`config.mk`:
```
export PLATFORM = sky130hd
export DESIGN_NAME = dn_cal_sequencer
export DESIGN_NICKNAME = d
export VERILOG_FILES = /design/src/rtl/dcal_pkg.sv /design/src/rtl/dcal_sar.sv /design/src/rtl/dcal_datapath.sv /design/src/rtl/dcal_ctrl.sv /design/src/rtl/dn_cal_sequencer.sv
export SDC_FILE = /design/constraint.sdc
export NUM_CORES = 1
export LEC_CHECK = 0
export CAP_MARGIN = 30
export CELL_PAD_IN_SITES_DETAIL_PLACEMENT = 2
export CELL_PAD_IN_SITES_GLOBAL_PLACEMENT = 2
export CORE_MARGIN = 3
export CORE_UTILIZATION = 34
export CTS_CLUSTER_DIAMETER = 120
export DETAILED_ROUTE_END_ITERATION = 10
export GPL_TIMING_DRIVEN = 0
export MAX_ROUTING_LAYER = met4
export PLACE_DENSITY = 0.85
export SLEW_MARGIN = 20
export SYNTH_ARGS = -nofsm -noshare
export SYNTH_HDL_FRONTEND = slang
export SYNTH_SLANG_ARGS = --single-unit
```
`constraint.sdc`:
```
create_clock -name clk -period 4.4 [get_ports clk]
set_input_delay 0.44 -clock clk [delete_from_list [all_inputs] [get_ports clk]]
set_output_delay 0.44 -clock clk [all_outputs]
set_load 0.02 [all_outputs]
```
`src/rtl/dcal_pkg.sv`:
```
package dcal_pkg;

  typedef enum logic [3:0] {
    ST_IDLE,
    ST_V0A,
    ST_WLOW,
    ST_LOADT,
    ST_S1A,
    ST_HEAT,
    ST_CMP0,
    ST_SAVE0,
    ST_WDROP,
    ST_HOLD,
    ST_REF,
    ST_NEW,
    ST_CMP4,
    ST_SAVE4,
    ST_ARMED
  } seqState_t;

  // strobes from control to datapath
  typedef struct packed {
    logic capS0;
    logic baseFromIn;
    logic baseFromLow;
    logic applyIn;
    logic applyBase;
    logic applyTrial0;
    logic applyNew;
    logic applyLow;
    logic initR0;
    logic stepR0;
    logic saveR0;
    logic initR4;
    logic stepR4;
    logic saveR4;
  } seqCtl_t;

  // conditions from datapath to control
  typedef struct packed {
    logic lowHalf;
    logic reachS0;
    logic rearm;
    logic belowBand;
    logic aboveBand;
    logic inBand;
    logic lastR0;
    logic lastR4;
  } seqSts_t;

endpackage

```
`src/rtl/dcal_sar.sv`:
```
module dcal_sar #(
  parameter int W = 6
) (
  input  logic         clk,
  input  logic         rst_n,
  input  logic         init,
  input  logic         step,
  input  logic         cmpHigh,
  output logic [W-1:0] trial,
  output logic         last
);

  localparam logic [W-1:0] TOP_BIT = {1'b1, {(W-1){1'b0}}};

  logic [W-1:0] acc;
  logic [W-1:0] mask;

  always_ff @(posedge clk) begin
    if (!rst_n) begin
      acc  <= '0;
      mask <= '0;
    end else if (init) begin
      acc  <= '0;
      mask <= TOP_BIT;
    end else if (step) begin
      if (!cmpHigh) acc <= acc | mask;
      mask <= mask >> 1;
    end
  end

  // once the mask has shifted out, trial equals the final result
  assign trial = acc | mask;
  assign last  = mask[0];

  assert_step_live_R5: assert property (@(posedge clk) disable iff (!rst_n)
    step |-> (mask != '0));

  assert_first_trial_R4: assert property (@(posedge clk) disable iff (!rst_n)
    init |=> (trial == TOP_BIT));

endmodule

```
`src/rtl/dcal_datapath.sv`:
```
module dcal_datapath
  import dcal_pkg::*;
#(
  parameter int SENS_W = 10,
  parameter int CODE_W = 6,
  parameter int SPAN   = 64,
  parameter int HYST   = 2
) (
  input  logic              clk,
  input  logic              rst_n,
  input  seqCtl_t           ctl,
  input  logic [SENS_W-1:0] sensCode,
  input  logic              cmpBit,
  input  logic [CODE_W-1:0] origR0,
  input  logic [CODE_W-1:0] origR4,
  output seqSts_t           sts,
  output logic [CODE_W-1:0] r0Code,
  output logic [CODE_W-1:0] r4Code,
  output logic [CODE_W-1:0] lowR0,
  output logic [CODE_W-1:0] lowR4
);

  localparam int WIDE = SENS_W + 2;
  localparam logic [WIDE-1:0] FULL_C = WIDE'(SPAN);
  localparam logic [WIDE-1:0] HALF_C = WIDE'(SPAN / 2);
  localparam logic [WIDE-1:0] QTR_C  = WIDE'(SPAN / 4);
  localparam logic [WIDE-1:0] HYS_C  = WIDE'(HYST);

  logic [SENS_W-1:0] s0;
  logic [CODE_W-1:0] base0, base4;
  logic [CODE_W-1:0] trial0, trial4;
  logic              last0, last4;
  logic [WIDE-1:0]   sensW, s0W, setOfs;

  dcal_sar #(.W(CODE_W)) u_sar0 (
    .clk(clk), .rst_n(rst_n), .init(ctl.initR0), .step(ctl.stepR0),
    .cmpHigh(cmpBit), .trial(trial0), .last(last0)
  );

  dcal_sar #(.W(CODE_W)) u_sar4 (
    .clk(clk), .rst_n(rst_n), .init(ctl.initR4), .step(ctl.stepR4),
    .cmpHigh(cmpBit), .trial(trial4), .last(last4)
  );

  // threshold compares done by adding to the sensor side, no underflow
  always_comb begin
    sensW  = WIDE'(sensCode);
    s0W    = WIDE'(s0);
    setOfs = sensW + QTR_C;
    sts.lowHalf   = (sensW + HALF_C) <= s0W;
    sts.reachS0   = sensW >= s0W;
    sts.rearm     = (sensW + FULL_C) <= s0W;
    sts.belowBand = (setOfs + HYS_C) < s0W;
    sts.aboveBand = setOfs > (s0W + HYS_C);
    sts.inBand    = !sts.belowBand && !sts.aboveBand;
    sts.lastR0    = last0;
    sts.lastR4    = last4;
  end

  always_ff @(posedge clk) begin
    if (!rst_n) begin
      s0     <= '0;
      base0  <= '0;
      base4  <= '0;
      r0Code <= '0;
      r4Code <= '0;
      lowR0  <= '0;
      lowR4  <= '0;
    end else begin
      if (ctl.capS0) s0 <= sensCode;
      if (ctl.baseFromIn) begin
        base0 <= origR0;
        base4 <= origR4;
      end else if (ctl.baseFromLow) begin
        base0 <= lowR0;
        base4 <= lowR4;
      end
      if (ctl.saveR0) lowR0 <= trial0;
      if (ctl.saveR4) lowR4 <= trial4;
      if (ctl.applyIn) begin
        r0Code <= origR0;
        r4Code <= origR4;
      end else if (ctl.applyBase) begin
        r0Code <= base0;
        r4Code <= base4;
      end else if (ctl.applyTrial0) begin
        r0Code <= trial0;
      end else if (ctl.applyNew) begin
        r0Code <= lowR0;
        r4Code <= trial4;
      end else if (ctl.applyLow) begin
        r0Code <= lowR0;
        r4Code <= trial4;
      end
    end
  end

  // the code under comparison is the one actually driven
  assert_r0_trial_applied_R5: assert property (@(posedge clk) disable iff (!rst_n)
    ctl.stepR0 |-> (r0Code == trial0));

  assert_new_curve_applied_R8: assert property (@(posedge clk) disable iff (!rst_n)
    ctl.stepR4 |-> (r0Code == lowR0 && r4Code == trial4));

endmodule

```
`src/rtl/dcal_ctrl.sv`:
```
module dcal_ctrl
  import dcal_pkg::*;
(
  input  logic    clk,
  input  logic    rst_n,
  input  logic    start,
  input  logic    abort,
  input  seqSts_t sts,
  output seqCtl_t ctl,
  output logic    heaterOn,
  output logic    smpV0a,
  output logic    smpV0b,
  output logic    smpV1a,
  output logic    smpV1b,
  output logic    cmpReq,
  output logic    cmpDiff,
  output logic    done
);

  seqState_t state, nxt;
  logic      heatNext, regHeat;

  // on/off heater with hysteresis around the setpoint
  always_comb begin
    if (sts.belowBand)      regHeat = 1'b1;
    else if (sts.aboveBand) regHeat = 1'b0;
    else                    regHeat = heaterOn;
  end

  always_comb begin
    nxt      = state;
    ctl      = '0;
    heatNext = 1'b0;
    smpV0a   = 1'b0;
    smpV0b   = 1'b0;
    smpV1a   = 1'b0;
    smpV1b   = 1'b0;
    cmpReq   = 1'b0;
    cmpDiff  = 1'b0;
    done     = 1'b0;
    unique case (state)
      ST_IDLE: if (start) begin
        ctl.capS0      = 1'b1;
        ctl.baseFromIn = 1'b1;
        ctl.applyIn    = 1'b1;
        nxt            = ST_V0A;
      end
      ST_V0A: begin
        smpV0a = 1'b1;
        nxt    = ST_WLOW;
      end
      ST_WLOW: if (sts.lowHalf) begin
        smpV0b     = 1'b1;
        ctl.initR0 = 1'b1;
        nxt        = ST_LOADT;
      end
      ST_LOADT: begin
        ctl.applyTrial0 = 1'b1;
        nxt             = ST_S1A;
      end
      ST_S1A: begin
        smpV1a = 1'b1;
        nxt    = ST_HEAT;
      end
      ST_HEAT: begin
        heatNext = !sts.reachS0;
        if (sts.reachS0) begin
          smpV1b = 1'b1;
          nxt    = ST_CMP0;
        end
      end
      ST_CMP0: begin
        cmpReq     = 1'b1;
        cmpDiff    = 1'b1;
        ctl.stepR0 = 1'b1;
        nxt        = sts.lastR0 ? ST_SAVE0 : ST_WDROP;
      end
      ST_SAVE0: begin
        ctl.saveR0 = 1'b1;
        ctl.initR4 = 1'b1;
        nxt        = ST_HOLD;
      end
      ST_WDROP: if (sts.lowHalf) nxt = ST_LOADT;
      ST_HOLD: begin
        heatNext = regHeat;
        if (sts.inBand) begin
          ctl.applyBase = 1'b1;
          nxt           = ST_REF;
        end
      end
      ST_REF: begin
        heatNext     = regHeat;
        smpV0a       = 1'b1;
        ctl.applyNew = 1'b1;
        nxt          = ST_NEW;
      end
      ST_NEW: begin
        heatNext = regHeat;
        smpV1a   = 1'b1;
        nxt      = ST_CMP4;
      end
      ST_CMP4: begin
        heatNext = regHeat;
        if (sts.inBand) begin
          cmpReq     = 1'b1;
          ctl.stepR4 = 1'b1;
          nxt        = sts.lastR4 ? ST_SAVE4 : ST_HOLD;
        end
      end
      ST_SAVE4: begin
        ctl.saveR4   = 1'b1;
        ctl.applyLow = 1'b1;
        nxt          = ST_ARMED;
      end
      ST_ARMED: begin
        done = 1'b1;
        if (sts.rearm) begin
          ctl.capS0       = 1'b1;
          ctl.baseFromLow = 1'b1;
          nxt             = ST_V0A;
        end
      end
      default: nxt = ST_IDLE;
    endcase
    if (abort && state != ST_IDLE) begin
      ctl           = '0;
      ctl.applyBase = 1'b1;
      heatNext      = 1'b0;
      smpV0a        = 1'b0;
      smpV0b        = 1'b0;
      smpV1a        = 1'b0;
      smpV1b        = 1'b0;
      cmpReq        = 1'b0;
      cmpDiff       = 1'b0;
      done          = 1'b0;
      nxt           = ST_IDLE;
    end
  end

  always_ff @(posedge clk) begin
    if (!rst_n) begin
      state    <= ST_IDLE;
      heaterOn <= 1'b0;
    end else begin
      state    <= nxt;
      heaterOn <= heatNext;
    end
  end

  // heater must be off whenever the sequencer waits for cooling or is parked
  assert_heater_off_waiting_R6: assert property (@(posedge clk) disable iff (!rst_n)
    (state == ST_IDLE || state == ST_WLOW || state == ST_WDROP ||
     state == ST_ARMED || state == ST_CMP0) |-> !heaterOn);

  assert_single_strobe_R8: assert property (@(posedge clk) disable iff (!rst_n)
    $onehot0({smpV0a, smpV0b, smpV1a, smpV1b, cmpReq}));

endmodule

```
`src/rtl/dn_cal_sequencer.sv`:
```
module dn_cal_sequencer
  import dcal_pkg::*;
#(
  parameter int SENS_W = 10,
  parameter int CODE_W = 6,
  parameter int SPAN   = 64,
  parameter int HYST   = 2
) (
  input  logic              clk,
  input  logic              rst_n,
  input  logic              start,
  input  logic              abort,
  input  logic [SENS_W-1:0] sensCode,
  input  logic              cmpBit,
  input  logic [CODE_W-1:0] origR0,
  input  logic [CODE_W-1:0] origR4,
  output logic [CODE_W-1:0] r0Code,
  output logic [CODE_W-1:0] r4Code,
  output logic              heaterOn,
  output logic              smpV0a,
  output logic              smpV0b,
  output logic              smpV1a,
  output logic              smpV1b,
  output logic              cmpReq,
  output logic              cmpDiff,
  output logic [CODE_W-1:0] lowR0,
  output logic [CODE_W-1:0] lowR4,
  output logic              done
);

  seqCtl_t ctl;
  seqSts_t sts;

  dcal_ctrl u_ctrl (
    .clk(clk), .rst_n(rst_n), .start(start), .abort(abort), .sts(sts),
    .ctl(ctl), .heaterOn(heaterOn), .smpV0a(smpV0a), .smpV0b(smpV0b),
    .smpV1a(smpV1a), .smpV1b(smpV1b), .cmpReq(cmpReq), .cmpDiff(cmpDiff),
    .done(done)
  );

  dcal_datapath #(
    .SENS_W(SENS_W), .CODE_W(CODE_W), .SPAN(SPAN), .HYST(HYST)
  ) u_dp (
    .clk(clk), .rst_n(rst_n), .ctl(ctl), .sensCode(sensCode), .cmpBit(cmpBit),
    .origR0(origR0), .origR4(origR4), .sts(sts), .r0Code(r0Code),
    .r4Code(r4Code), .lowR0(lowR0), .lowR4(lowR4)
  );

  assert_done_applies_pair_R9: assert property (@(posedge clk) disable iff (!rst_n)
    done |-> (r0Code == lowR0 && r4Code == lowR4));

endmodule

```
==> results.json <==
{
  "status": "finished clean",
  "rr_startpoint": "u_dp.s0[1]",
  "numCtsBuffers": 9,
  "cp-start-kind": "input pin",
  "holdBufCountCts": 0,
  "grt_pass1_vias": 5388,
  "hpwl_mm": 13.7,
  "routed-via-count": 4765,
  "gp_congestion": 0.868,
  "drive_gt1_share_pct": 6.64,
  "cp.required_ps": 3960,
  "clock-sinks": 75,
  "synth_top_flop_cell": "dfxtp_1",
  "final_nets": 745,
  "cts_tree": "done",
  "ir_drop_uv": 274,
  "dr.pass1.iters": 4,
  "multi_input_area_sq_um": 3250,
  "rows": 43,
  "final_cells": 858,
  "synth_nets": 674,
  "initial_core_util_pct": 35.2,
  "syn_inst": 603,
  "postLayoutCoreUtil_pct": 43.3,
  "rr_worst_depth": 11,
  "final_common_cell": "nand2_1",
  "p_per_area_nw_per_um2": 468,
  "seq_area_frac_synth_pct": 30.3,
  "worstSetupStartpoint": "sensCode[7]",
  "async_reset_ff_share_pct": 0,
  "grt_antenna_before_repair": 0,
  "finalClockSkew_ps": 5.62,
  "p_leak_nw": 2.61,
  "max_freq_mhz": 239,
  "remaining_drc_errors": 0,
  "vias_per_cell": 5.55,
  "path_max_fanout": 10,
  "power_w": 0.00285,
  "endpoint": "cmpReq",
  "grt_max_degree": 13,
  "grt_usage_pct": 22.9,
  "drv_cap": 0,
  "wl_per_cell_um": 20.5,
  "dp.cells": 841,
  "synth_area_per_cell_sq_um": 8.22,
  "worst_pin_slew_ps": 782,
  "ant_nets": 0,
  "path_clk_slew_ps": 60,
  "setup_viol": 0,
  "whs_path_depth": 2,
  "synth_seq_cells": 75,
  "rrSetupSlack_ps": 580,
  "worst_ep_arrival_time_ps": 3750,
  "diodes": 0,
  "die_y_um": 127,
  "rsz0062_at_grt": "false",
  "drt_iter0_drc": 162,
  "dieWidth_um": 127,
  "clk_latency_ps": 340,
  "synth_edf_count": 0,
  "finalHoldViolCount": 0,
  "io_buffers": 58,
  "area_growth_pct": 23.0,
  "setup.worst_path.end_class": "output port",
  "layout_common_cells": "nand2_1, dfxtp_1, nor2_1",
  "register_area_sq_um": 1500,
  "synth_cell_types": 62,
  "yosys_warnings": 0,
  "h-tree-depth": 3,
  "maxSlewViolCount": 0,
  "io_pins": 59,
  "slew_headroom_pct": 47.8,
  "criticalPathCategory": "in -> out",
  "die_area_sq_um": 16100,
  "fin_crit_ps": 4190,
  "hold_path_class": "reg -> reg",
  "ctsRootBufferMaster": "clkbuf_16",
  "setup_ws_ps": 210,
  "place_ws_ps": -679,
  "design.core.area_sq_um": 14100,
  "rr_endpoint": "u_dp.s0[8]",
  "period_share_pct": 95.2,
  "synth_area_sq_um": 4960,
  "ctsLongestPathBuffers": 2,
  "grt_pass1_wl_mm": 28.7,
  "final.fill_count": 1560,
  "wl_mm": 17.6,
  "gr-total-overflow": 0
}
-- sequential cells by signal, indices dropped and copies added (netlist names) --
signal / cells
u_ctrl.heaterOn: 1
u_ctrl.state: 4
u_dp.base0: 6
u_dp.base4: 6
u_dp.lowR0: 6
u_dp.lowR4: 6
u_dp.r0Code: 6
u_dp.r4Code: 6
u_dp.s0: 10
u_dp.u_sar0.acc: 6
u_dp.u_sar0.mask: 6
u_dp.u_sar4.acc: 6
u_dp.u_sar4.mask: 6
-- cell families after synthesis --
group                      after synthesis  synth area share [%]
adders and majority gates               44                  11.1
AOI/OAI and AO/OA                      142                  19.8
and+or+nand+nor                        221                  21.3
xor gates and xnor gates                25                  4.85
buffers and inverters                   57                  4.57
DFF                                     75                  30.3
muxes                                   39                  8.05
-- metal layers --
metal	up-vias	global-route usage (%)	wire, um
li1	2265	-	-
met1	2399	26.8	7730
met2	72	41.4	9160
met3	29	2.82	355
met4	0	6.25	347
met5	-	-	0
-- final cells by class --
cell class	instances	share of cell area, %
clock inverters	5	1.29
flip-flops and latches	75	24.6
plain buffers	27	1.91
multi-input cells	471	53.2
well taps	180	3.69
inverters	30	1.85
repair buffers	60	9.64
clock buffers	10	3.76
-- per-stage QoR --
step | instance area [sq um] | setup TNS (ps) | hold WS (ps)
2_1_floorplan | 4960 | 0 | 423
3_3_place_gp | 5760 | -4880 | 434
3_5_place_dp | 5760 | -7910 | 448
4_1_cts | 6090 | 0 | 457
5_1_grt | 6100 | 0 | 477
6_report | 6100 | 0 | 457
-- timing repair --
item	CTS	global route
cloned	0	0
endpoints found under the setup margin	13	17
pin swaps	1	0
buffers inserted	1	0
resized for setup	6	8
-- cell usage after synthesis, drive strengths merged, types with 14 or more instances --
cell type / number / area (sq um)
a21boi: 15 / 113
inv: 30 / 113
ha: 44 / 551
nor2: 60 / 225
mux2i: 32 / 320
a21oi: 44 / 220
nand3: 14 / 70.1
dfxtp: 75 / 1500
xnor2: 15 / 131
o21ai: 18 / 101
clkbuf: 21 / 78.8
nand2: 81 / 304
-- how the worst min path moves through the flow --
stage          slack [ps]          startpoint            endpoint
3_3_place_gp          430  u_dp.u_sar4.acc[3]  u_dp.u_sar4.acc[3]
6_report              460  u_dp.u_sar4.acc[3]  u_dp.u_sar4.acc[3]
2_1_floorplan         420  u_dp.u_sar4.acc[5]  u_dp.u_sar4.acc[5]
4_1_cts               460  u_dp.u_sar4.acc[1]  u_dp.u_sar4.acc[1]
3_5_place_dp          450  u_dp.u_sar4.acc[1]  u_dp.u_sar4.acc[1]
5_1_grt               480  u_dp.u_sar4.acc[1]  u_dp.u_sar4.acc[1]
-- report_power, final --
| group | switching [W] | internal (W) |
|---|---|---|
| logic | 0.000741 | 0.000466 |
| clock network | 0.000299 | 0.000493 |
| registers | 0.0000788 | 0.000776 |
-- critical path, stage by stage --
cell,delay [ps]
clkdlybuf4s50_1,550
ha_1,220
nand2_1,80
xor2_1,380
nor3_1,120
xnor2_1,150
ha_1,330
nand4_1,120
nor3_1,200
o41ai_1,130
o2111ai_2,190
nand4_4,190
buf_6,190
nand2_1,90
dlygate4sd2_1,360
(Power assumes the default switching activity.)
